**config.mk**
```make
export PLATFORM = sky130hd
export DESIGN_NAME = omp_atom_selector
export DESIGN_NICKNAME = d
export VERILOG_FILES = /design/src/rtl/omp_atom_selector.sv
export SDC_FILE = /design/constraint.sdc
export NUM_CORES = 2
export LEC_CHECK = 0
export ABC_AREA = 0
export BUFFER_PORTS_ARGS = -buffer_cell sky130_fd_sc_hd__buf_4
export CAP_MARGIN = 20
export CORE_MARGIN = 2
export CORE_UTILIZATION = 45
export DETAILED_ROUTE_END_ITERATION = 8
export SETUP_SLACK_MARGIN = 0.1
export SYNTH_ARGS = -nofsm -noshare
export SYNTH_HDL_FRONTEND = slang
export SYNTH_SLANG_ARGS = --single-unit
```
**constraint.sdc**
```tcl
create_clock -name clk -period 13.8 [get_ports clk]
set_clock_uncertainty 0.15 [all_clocks]
set_input_delay 0.69 -clock clk [delete_from_list [all_inputs] [get_ports clk]]
set_output_delay 0.69 -clock clk [all_outputs]
set_load 0.01 [all_outputs]
```
**src/rtl/omp_atom_selector.sv**
```systemverilog
module omp_atom_selector #(
  parameter int ROWS = 8,
  parameter int COLS = 16,
  parameter int K    = 3,
  parameter int DW   = 16,
  parameter int AW   = 40,
  localparam int RW  = $clog2(ROWS),
  localparam int CW  = $clog2(COLS),
  localparam int KW  = (K > 1) ? $clog2(K) : 1
) (
  input  logic            clk,
  input  logic            rst_n,
  input  logic            y_we,
  input  logic [RW-1:0]   y_addr,
  input  logic [DW-1:0]   y_data,
  input  logic            start,
  output logic [RW-1:0]   mat_row,
  output logic [CW-1:0]   mat_col,
  input  logic [DW-1:0]   mat_data,
  output logic            coef_ready,
  input  logic            coef_valid,
  input  logic [DW-1:0]   coef_data,
  output logic [CW-1:0]   sel_idx,
  output logic            busy,
  output logic            done,
  output logic [K*CW-1:0] support
);

  typedef enum logic [2:0] {S_IDLE, S_CORR, S_COEF, S_UPD, S_DONE} state_t;
  state_t state;

  logic signed [DW-1:0]   resid [ROWS];
  logic [RW-1:0]          row;
  logic [CW-1:0]          col, best_idx, sel;
  logic [KW-1:0]          iter;
  logic [COLS-1:0]        mask;
  logic signed [AW-1:0]   acc;
  logic [AW-1:0]          best_abs;
  logic                   best_vld;
  logic signed [DW-1:0]   coef;

  wire last_row = (row == RW'(ROWS - 1));
  wire last_col = (col == CW'(COLS - 1));

  wire signed [2*DW-1:0] prod  = resid[row] * $signed(mat_data);
  wire signed [2*DW-1:0] cprod = coef * $signed(mat_data);
  wire signed [AW-1:0]   full  = acc + {{(AW-2*DW){prod[2*DW-1]}}, prod};
  wire [AW-1:0]          fabs  = full[AW-1] ? AW'(-full) : AW'(full);
  wire                   take  = !mask[col] && (!best_vld || fabs > best_abs);
  wire [CW-1:0]          winner = take ? col : best_idx;
  wire signed [DW-1:0]   upd   = resid[row] - cprod[DW-1:0];

  assign mat_row    = row;
  assign mat_col    = (state == S_UPD) ? sel : col;
  assign coef_ready = (state == S_COEF);
  assign sel_idx    = sel;
  assign busy       = (state != S_IDLE);
  assign done       = (state == S_DONE);

  always_ff @(posedge clk) begin
    if (state == S_IDLE && y_we) resid[y_addr] <= y_data;
    else if (state == S_UPD)     resid[row]    <= upd;
  end

  always_ff @(posedge clk or negedge rst_n) begin
    if (!rst_n) begin
      state <= S_IDLE; row <= '0; col <= '0; iter <= '0; mask <= '0;
      acc <= '0; best_abs <= '0; best_vld <= 1'b0; best_idx <= '0;
      sel <= '0; coef <= '0; support <= '0;
    end else begin
      case (state)
        S_IDLE: if (start) begin
          state <= S_CORR; row <= '0; col <= '0; iter <= '0;
          mask <= '0; acc <= '0; best_vld <= 1'b0;
        end
        S_CORR: begin
          if (last_row) begin
            acc <= '0;
            row <= '0;
            if (take) begin
              best_abs <= fabs; best_idx <= col; best_vld <= 1'b1;
            end
            if (last_col) begin
              sel <= winner;
              mask[winner] <= 1'b1;
              support[iter*CW +: CW] <= winner;
              state <= S_COEF;
            end else col <= col + 1'b1;
          end else begin
            acc <= full;
            row <= row + 1'b1;
          end
        end
        S_COEF: if (coef_valid) begin
          coef <= coef_data; row <= '0; state <= S_UPD;
        end
        S_UPD: begin
          if (last_row) begin
            row <= '0;
            if (iter == KW'(K - 1)) state <= S_DONE;
            else begin
              iter <= iter + 1'b1; col <= '0; acc <= '0;
              best_vld <= 1'b0; state <= S_CORR;
            end
          end else row <= row + 1'b1;
        end
        default: state <= S_IDLE;
      endcase
    end
  end

  assert_done_pulse_R7: assert property (@(posedge clk) disable iff (!rst_n)
    done |=> !done) else $error("done held longer than one cycle");

  assert_ready_drops_R5: assert property (@(posedge clk) disable iff (!rst_n)
    (coef_valid && coef_ready) |=> !coef_ready) else $error("ready stayed after handshake");

  assert_wait_hold_R5: assert property (@(posedge clk) disable iff (!rst_n)
    (coef_ready && !coef_valid) |=> (coef_ready && $stable(sel_idx)))
    else $error("selection not held while waiting");

  assert_done_after_run_R8: assert property (@(posedge clk) disable iff (!rst_n)
    $rose(busy) |-> !done) else $error("done at run start");

  always_ff @(posedge clk) begin
    if (rst_n && done)
      for (int a = 0; a < K; a++)
        for (int b = a + 1; b < K; b++)
          assert_support_distinct_R4: assert (support[a*CW +: CW] != support[b*CW +: CW])
            else $error("repeated support index");
  end

endmodule

```
# Word-level counts from Yosys, hierarchy flattened
# Memory sizes are Yosys's and may differ from the RTL's.
# Index checks and enable logic that the tools add are counted.
op_classes:
  n_reduce_logical: 25
  n_eq_ne: 15
  n_lt_le_gt_ge: 4
  n_addsub: 7
  bitwise: 1
  n_mux: 52
  mul: 2
  n_shift: 2
ops:
  columns: ["op", "count"]
  rows:
  - ["2-to-1 mux 40 bit", 5]
  - ["case mux 40 bit (3 select lines)", 1]
  - ["2-to-1 mux 16 bit", 4]
  - ["adder 40 bit", 1]
  - ["> comparator 40 bit", 1]
  - ["negator 40 bit", 1]
  - ["negator 4 -> 34 bit", 1]
  - ["variable shift 4 x 34 -> 12 bit (first input constant)", 1]
  - ["variable part select 4 x 34 -> 12 bit", 1]
  - ["multiplier 16 x 16 -> 32 bit", 1]
  - ["case mux 16 bit (2 select lines)", 1]
  - ["2-to-1 mux 3 bit", 10]
  - ["2-to-1 mux 4 bit", 7]
  - ["multiplier 16 x 16 -> 16 bit", 1]
  - ["OR 16 bit", 1]
  - ["OR reduction 16 bit", 1]
  - ["subtractor 16 bit", 1]
  - ["!= test 2 bit (second input constant)", 7]
  - ["2-to-1 mux 1 bit", 13]
  - ["bitwise mux 12 bit", 1]
  - ["case mux 3 bit (4 select lines)", 1]
  - ["case mux 4 bit (3 select lines)", 1]
  - ["AND reduction 4 bit", 3]
  - ["AND reduction 6 bit", 2]
  - ["27 further kinds", 41]
word_totals:
  regBits: 145
  mem_count: 1
  out_inout_bits: 26
  ram_bits: 128
  inputBits: 56
mem_list:
  columns: ["name", "words", "width", "read_ports", "rd_ports_with_merged_regs", "wr", "line", "text"]
  rows:
  - ["resid", 8, 16, 1, 0, 1, "32", "logic signed [DW-1:0] resid [ROWS];"]

# Depth between registers and ports, before layout
# An unclocked memory read counts as a cell.
depth:
  ltp_word: 17
  depth_mapped: 56
  depth_no_buf: 51

# Worst setup path after synthesis
# OpenSTA, ideal clock, no wires.
synth_path:
  kind: "register to register"
  start: "reg row[0], in the netlist mat_row[0]"
  end: "reg best_abs[30]"
  stages_incl_launch_ff: 54
  t_required_ns: 13.525
  n_path_buf: 6
  arrival_ns: 12.551
  slack_ns: 0.974
  setup_time_ns: 0.125
  synth_period_minus_slack_ns: 12.826
  cell_sequence: "dfrtp_1 > clkbuf_1 > buf_1 > mux4_2 > mux2i_1 > clkbuf_1 > nor2b_1 > fa_1 > inv_1 > fa_1 > fa_1 > fa_1 > inv_1 > fa_1 > inv_1 > fa_1 > inv_1 > ha_1 > [... 18 more ...] > a21oi_1 > a211oi_1 > xnor3_2 > buf_6 > a31oi_1 > xnor2_1 > ha_1 > nand4_1 > nor3_1 > and4_1 > o2111ai_1 > nand4_1 > o211ai_1 > a21boi_1 > inv_1 > nor2_1 > buf_1 > mux2_2"
synth_between:
  elab_chain_len: 9
  word_cells_on_any_way: 10
synth_rtl:
  columns: ["element", "line", "text"]
  rows:
  - ["start: declaration", "33", "logic [RW-1:0] row;"]
  - ["start signal: assignment", "91", "row <= row + 1'b1;"]
  - ["start signal: assignment", "105", "end else row <= row + 1'b1;"]
  - ["memory read (8 x 16 bit) *", null, null]
  - ["multiplier 16 x 16 -> 32 bit *", "45", "wire signed [2*DW-1:0] prod = resid[row] * $signed(mat_data);"]
  - ["adder 40 bit *", "47", "wire signed [AW-1:0] full = acc + {{(AW-2*DW){prod[2*DW-1]}}, prod};"]
  - ["negator 40 bit", "48", "wire [AW-1:0] fabs = full[AW-1] ? AW'(-full) : AW'(full);"]
  - ["2-to-1 mux 40 bit *", "48", null]
  - ["named net fabs[26]", "48", null]
  - ["> comparator 40 bit *", "49", "wire take = !mask[col] && (!best_vld || fabs > best_abs);"]
  - ["logical OR 1 bit *", "49", null]
  - ["logical AND 1 bit *", "49", null]
  - ["AND reduction 3 bit (no line) *", null, null]
  - ["end signal: assignment", "68", "acc <= '0; best_abs <= '0; best_vld <= 1'b0; best_idx <= '0;"]
  - ["end signal: assignment", "81", "best_abs <= fabs; best_idx <= col; best_vld <= 1'b1;"]
  - ["end: declaration", "38", "logic [AW-1:0] best_abs;"]
# The timed path passes the listed nets; every way through them passes the cells marked *.
# A chain may end at the register's enable or synchronous reset.

# Final worst setup path
layout_path:
  start: "reg row[1], in the netlist mat_row[1]"
  end: "reg best_abs[29]"
# Same word-level chain as after synthesis.

==> Implementation_results.wiki <==
{| class="wikitable"
! Metric !! Value
|-
| CTS Buf Count || 34
|-
| Relative slew slack || 30.2%
|-
| Required @ worst endpoint || 14100 ps
|-
| Count of hold buffers inserted by post-cts repair || 0
|-
| Critical path arrival || 13330 ps
|-
| Global-route wire length before repair || 122000 um
|-
| Source-to-sink clock delay at the later pin of the worst-skew pair || 560 ps
|-
| Mapped Avg Cell Area || 9.92 um2
|-
| Setup TNS after final layout || 0 ps
|-
| Growth of design area from synthesis to finish || 9.34%
|-
| DIE WIDTH || 262 um
|-
| Transition time at the pin with the least slew margin || 1040 ps
|-
| Largest stage delay on the critical path || 570 ps
|-
| Number of library cell types mapped by synthesis || 97
|-
| Initial antenna violation count || 0
|-
| Vias per Instance || 5.47
|-
| Largest fanout on the critical path || 35
|-
| Final nets || 3699
|-
| Via count of the first global-routing pass || 22900
|-
| Primary flip-flop cell chosen by synthesis mapping || sky130_fd_sc_hd__dfrtp_1
|-
| Setup repair after global routing missed its margin || no
|-
| Wirelength per Cell || 18.7 um
|-
| Setup slack after layout || 763 ps
|-
| Warnings from Yosys || 0
|-
| Result of the run || finished clean
|-
| Clock transition time at the flip-flop clock pins of the worst setup and hold paths || 60 ps
|-
| CP Capture Type || flop
|-
| Standard cell with the maximum stage delay on the critical path || sky130_fd_sc_hd__fa_1
|-
| Number of top-level pins || 82
|-
| Highest clock rate || 76.7 MHz
|-
| Cell area after synthesis || 29900 um2
|-
| Number of core rows || 94
|-
| Post-detailed-route count of antenna-violating nets || 0
|-
| Fraction of final layout cells sized beyond drive strength 1 || 11.4%
|-
| Post-synthesis net count || 3656
|-
| Number of sinks on the clock net || 273
|-
| Port buffer count || 81
|-
| Reg2reg path depth || 47
|-
| DR vias || 21600
|-
| CTS HTree Levels || 2
|-
| Share of async-settable or async-resettable flops after synthesis || 53.1%
|-
| Number of iterations in the first detailed-routing pass || 8
|-
| CORE AREA || 65900 um2
|-
| Share of the clock period used by the worst path || 94.5%
|-
| Pin count of the biggest net entering global routing || 75
|-
| Worst min path class || input port to asynchronous set/reset pin
|-
| Total congestion overflow || 0
|-
| Pins over their slew limit || 0
|-
| Top post-synthesis cells by area || sky130_fd_sc_hd__fa_1, sky130_fd_sc_hd__edfxtp_1, sky130_fd_sc_hd__dfrtp_1
|-
| Cell taking the most area after synthesis || sky130_fd_sc_hd__fa_1
|-
| Synthesized instance count || 3018
|-
| Sequential cell area fraction in the yosys report || 25.0%
|-
| Half-perimeter wire length of the detailed placement result || 56700 um
|-
| Share of the synthesized area in the top cell type || 23.9%
|-
| CTS tree || built
|-
| Finished Layout Cells || 3949
|-
| Total setup violations reported at the end of the flow || 0
|-
| Type of the setup path with the least slack || flop to flop
|-
| Min Tclk post-route || 13040 ps
|-
| Setup WS pre-CTS || 205 ps
|-
| Number of synthesized register bits || 273
|-
| Drt first-iter violations || 1184
|-
| Final weighted congestion of routability-driven global placement || 0.910
|-
| Worst hold margin || 31.0 ps
|-
| Routed wire length || 73800 um
|-
| Total Routing Usage GR || 22.5%
|-
| Overall die area || 68600 um2
|-
| Count of maximum capacitance violations || 0
|-
| Total DRC errors in the routed layout || 0
|-
| Cell total after placement || 3886
|-
| Number of enable flip-flop cells after synthesis || 128
|-
| Count of final hold-check violations || 0
|-
| Buffer levels on the longest clock path || 3
|-
| Starting Density || 45.4%
|-
| Cell occurring most often along the worst timing path || sky130_fd_sc_hd__fa_1
|-
| Master cell of the clock root buffer || sky130_fd_sc_hd__clkbuf_16
|-
| Setup crit start kind || flop
|-
| Vertical die dimension || 262 um
|-
| Count of filler cells inserted in the layout || 6033
|-
| Antenna diode instance count || 0
|}
[final cells by class]
type,instances,area (um2),share of cell area (%)
Clock inverter,15,164,0.501
Multi-Input combinational cell,2130,20200,61.8
Inverter,496,1870,5.70
Tap cell,864,1080,3.30
Timing Repair Buffer,126,987,3.02
Clock buffer,45,932,2.85
Sequential cell,273,7470,22.8
[layout by cell type (no fill, tap or decap), drive strengths merged, types with 36 or more instances in the layout]
cell type / n
and2: 166
mux4: 36
edfxtp: 128
a21oi: 117
xnor2: 97
xor2: 37
o21ai: 117
inv: 498
mux2: 74
fa: 357
dfrtp: 145
ha: 225
clkbuf: 45
nand2: 330
nor2: 133
buf: 126
[sequential cells by signal, summed over array words and instances (netlist names)]
| signal | cells |
|---|---|
| sel_idx | 4 |
| support | 12 |
| col | 4 |
| resid | 128 |
| mask | 16 |
| best_vld | 1 |
| coef | 16 |
| iter | 2 |
| best_idx | 4 |
| acc | 40 |
| best_abs | 40 |
| mat_row | 3 |
| state | 3 |
[path summary, 6_finish.rpt]
check | start | to | slack, ps
max | mat_row[1] | best_abs[29] | 760
min | rst_n | best_abs[34] | 30
max reg2reg | mat_row[1] | best_abs[29] | 760
min reg2reg | support[7] | support[7] | 330
max in group asynchronous | rst_n | mat_row[0] | 11940
min in group clk | coef_data[3] | coef[3] | 220
[Yosys cell counts, types with 36 or more instances]
master / count
sky130_fd_sc_hd__a21oi_1: 114
sky130_fd_sc_hd__and2_1: 165
sky130_fd_sc_hd__clkbuf_1: 97
sky130_fd_sc_hd__dfrtp_1: 145
sky130_fd_sc_hd__edfxtp_1: 128
sky130_fd_sc_hd__fa_1: 357
sky130_fd_sc_hd__ha_1: 225
sky130_fd_sc_hd__inv_1: 496
sky130_fd_sc_hd__mux2_2: 73
sky130_fd_sc_hd__mux4_2: 36
sky130_fd_sc_hd__nand2_1: 330
sky130_fd_sc_hd__nor2_1: 131
sky130_fd_sc_hd__o21ai_0: 110
sky130_fd_sc_hd__xnor2_1: 96
sky130_fd_sc_hd__xor2_1: 37
[critical path, delay by kind of cell, from the launching register on]
kind,cells,cell delay (ps)
xor+xnor,3,570
simple gates,11,2620
flops,1,520
buf+inv,9,1300
compound gates,12,2360
mux,3,1170
fa+ha+maj,9,4170
[routing by layer]
layer	vias up	share of wire (%)	GRT usage, %
li1	10000	-	-
met1	11000	45	31.7
met2	536	48	37.7
met3	93	5.0	2.53
met4	0	1.9	5.15
met5	-	0	0
[cell families (layout without fill, tap and decap cells)]
family | Yosys count | count (layout) | synth area share (%)
buffers and inverters | 615 | 682 | 7.78
AO/OA/AOI/OAI | 455 | 455 | 10.1
multiplexers | 120 | 120 | 5.85
adder cells (fa/ha/maj) | 582 | 582 | 33.3
XOR/XNOR | 137 | 137 | 4.18
AND/OR/NAND/NOR | 836 | 836 | 13.9
flip-flops | 273 | 273 | 25.0
[through the flow]
| stage | util, % | cell area, um2 |
|---|---|---|
| floorplan | - | 29900 |
| global placement | 47.8 | 31500 |
| detailed placement | 47.8 | 31500 |
| CTS | 49.5 | 32600 |
| global route | 49.7 | 32700 |
| finish | 49.7 | 32700 |
[what timing repair did]
item,CTS,global route
gates resized for setup,0,20
endpoints found under the setup margin,0,63
setup buffers,0,2
Power is left out: the tool's default activity adds up to more than one toggle a clock period on the data nets, which glitch-free logic cannot reach.
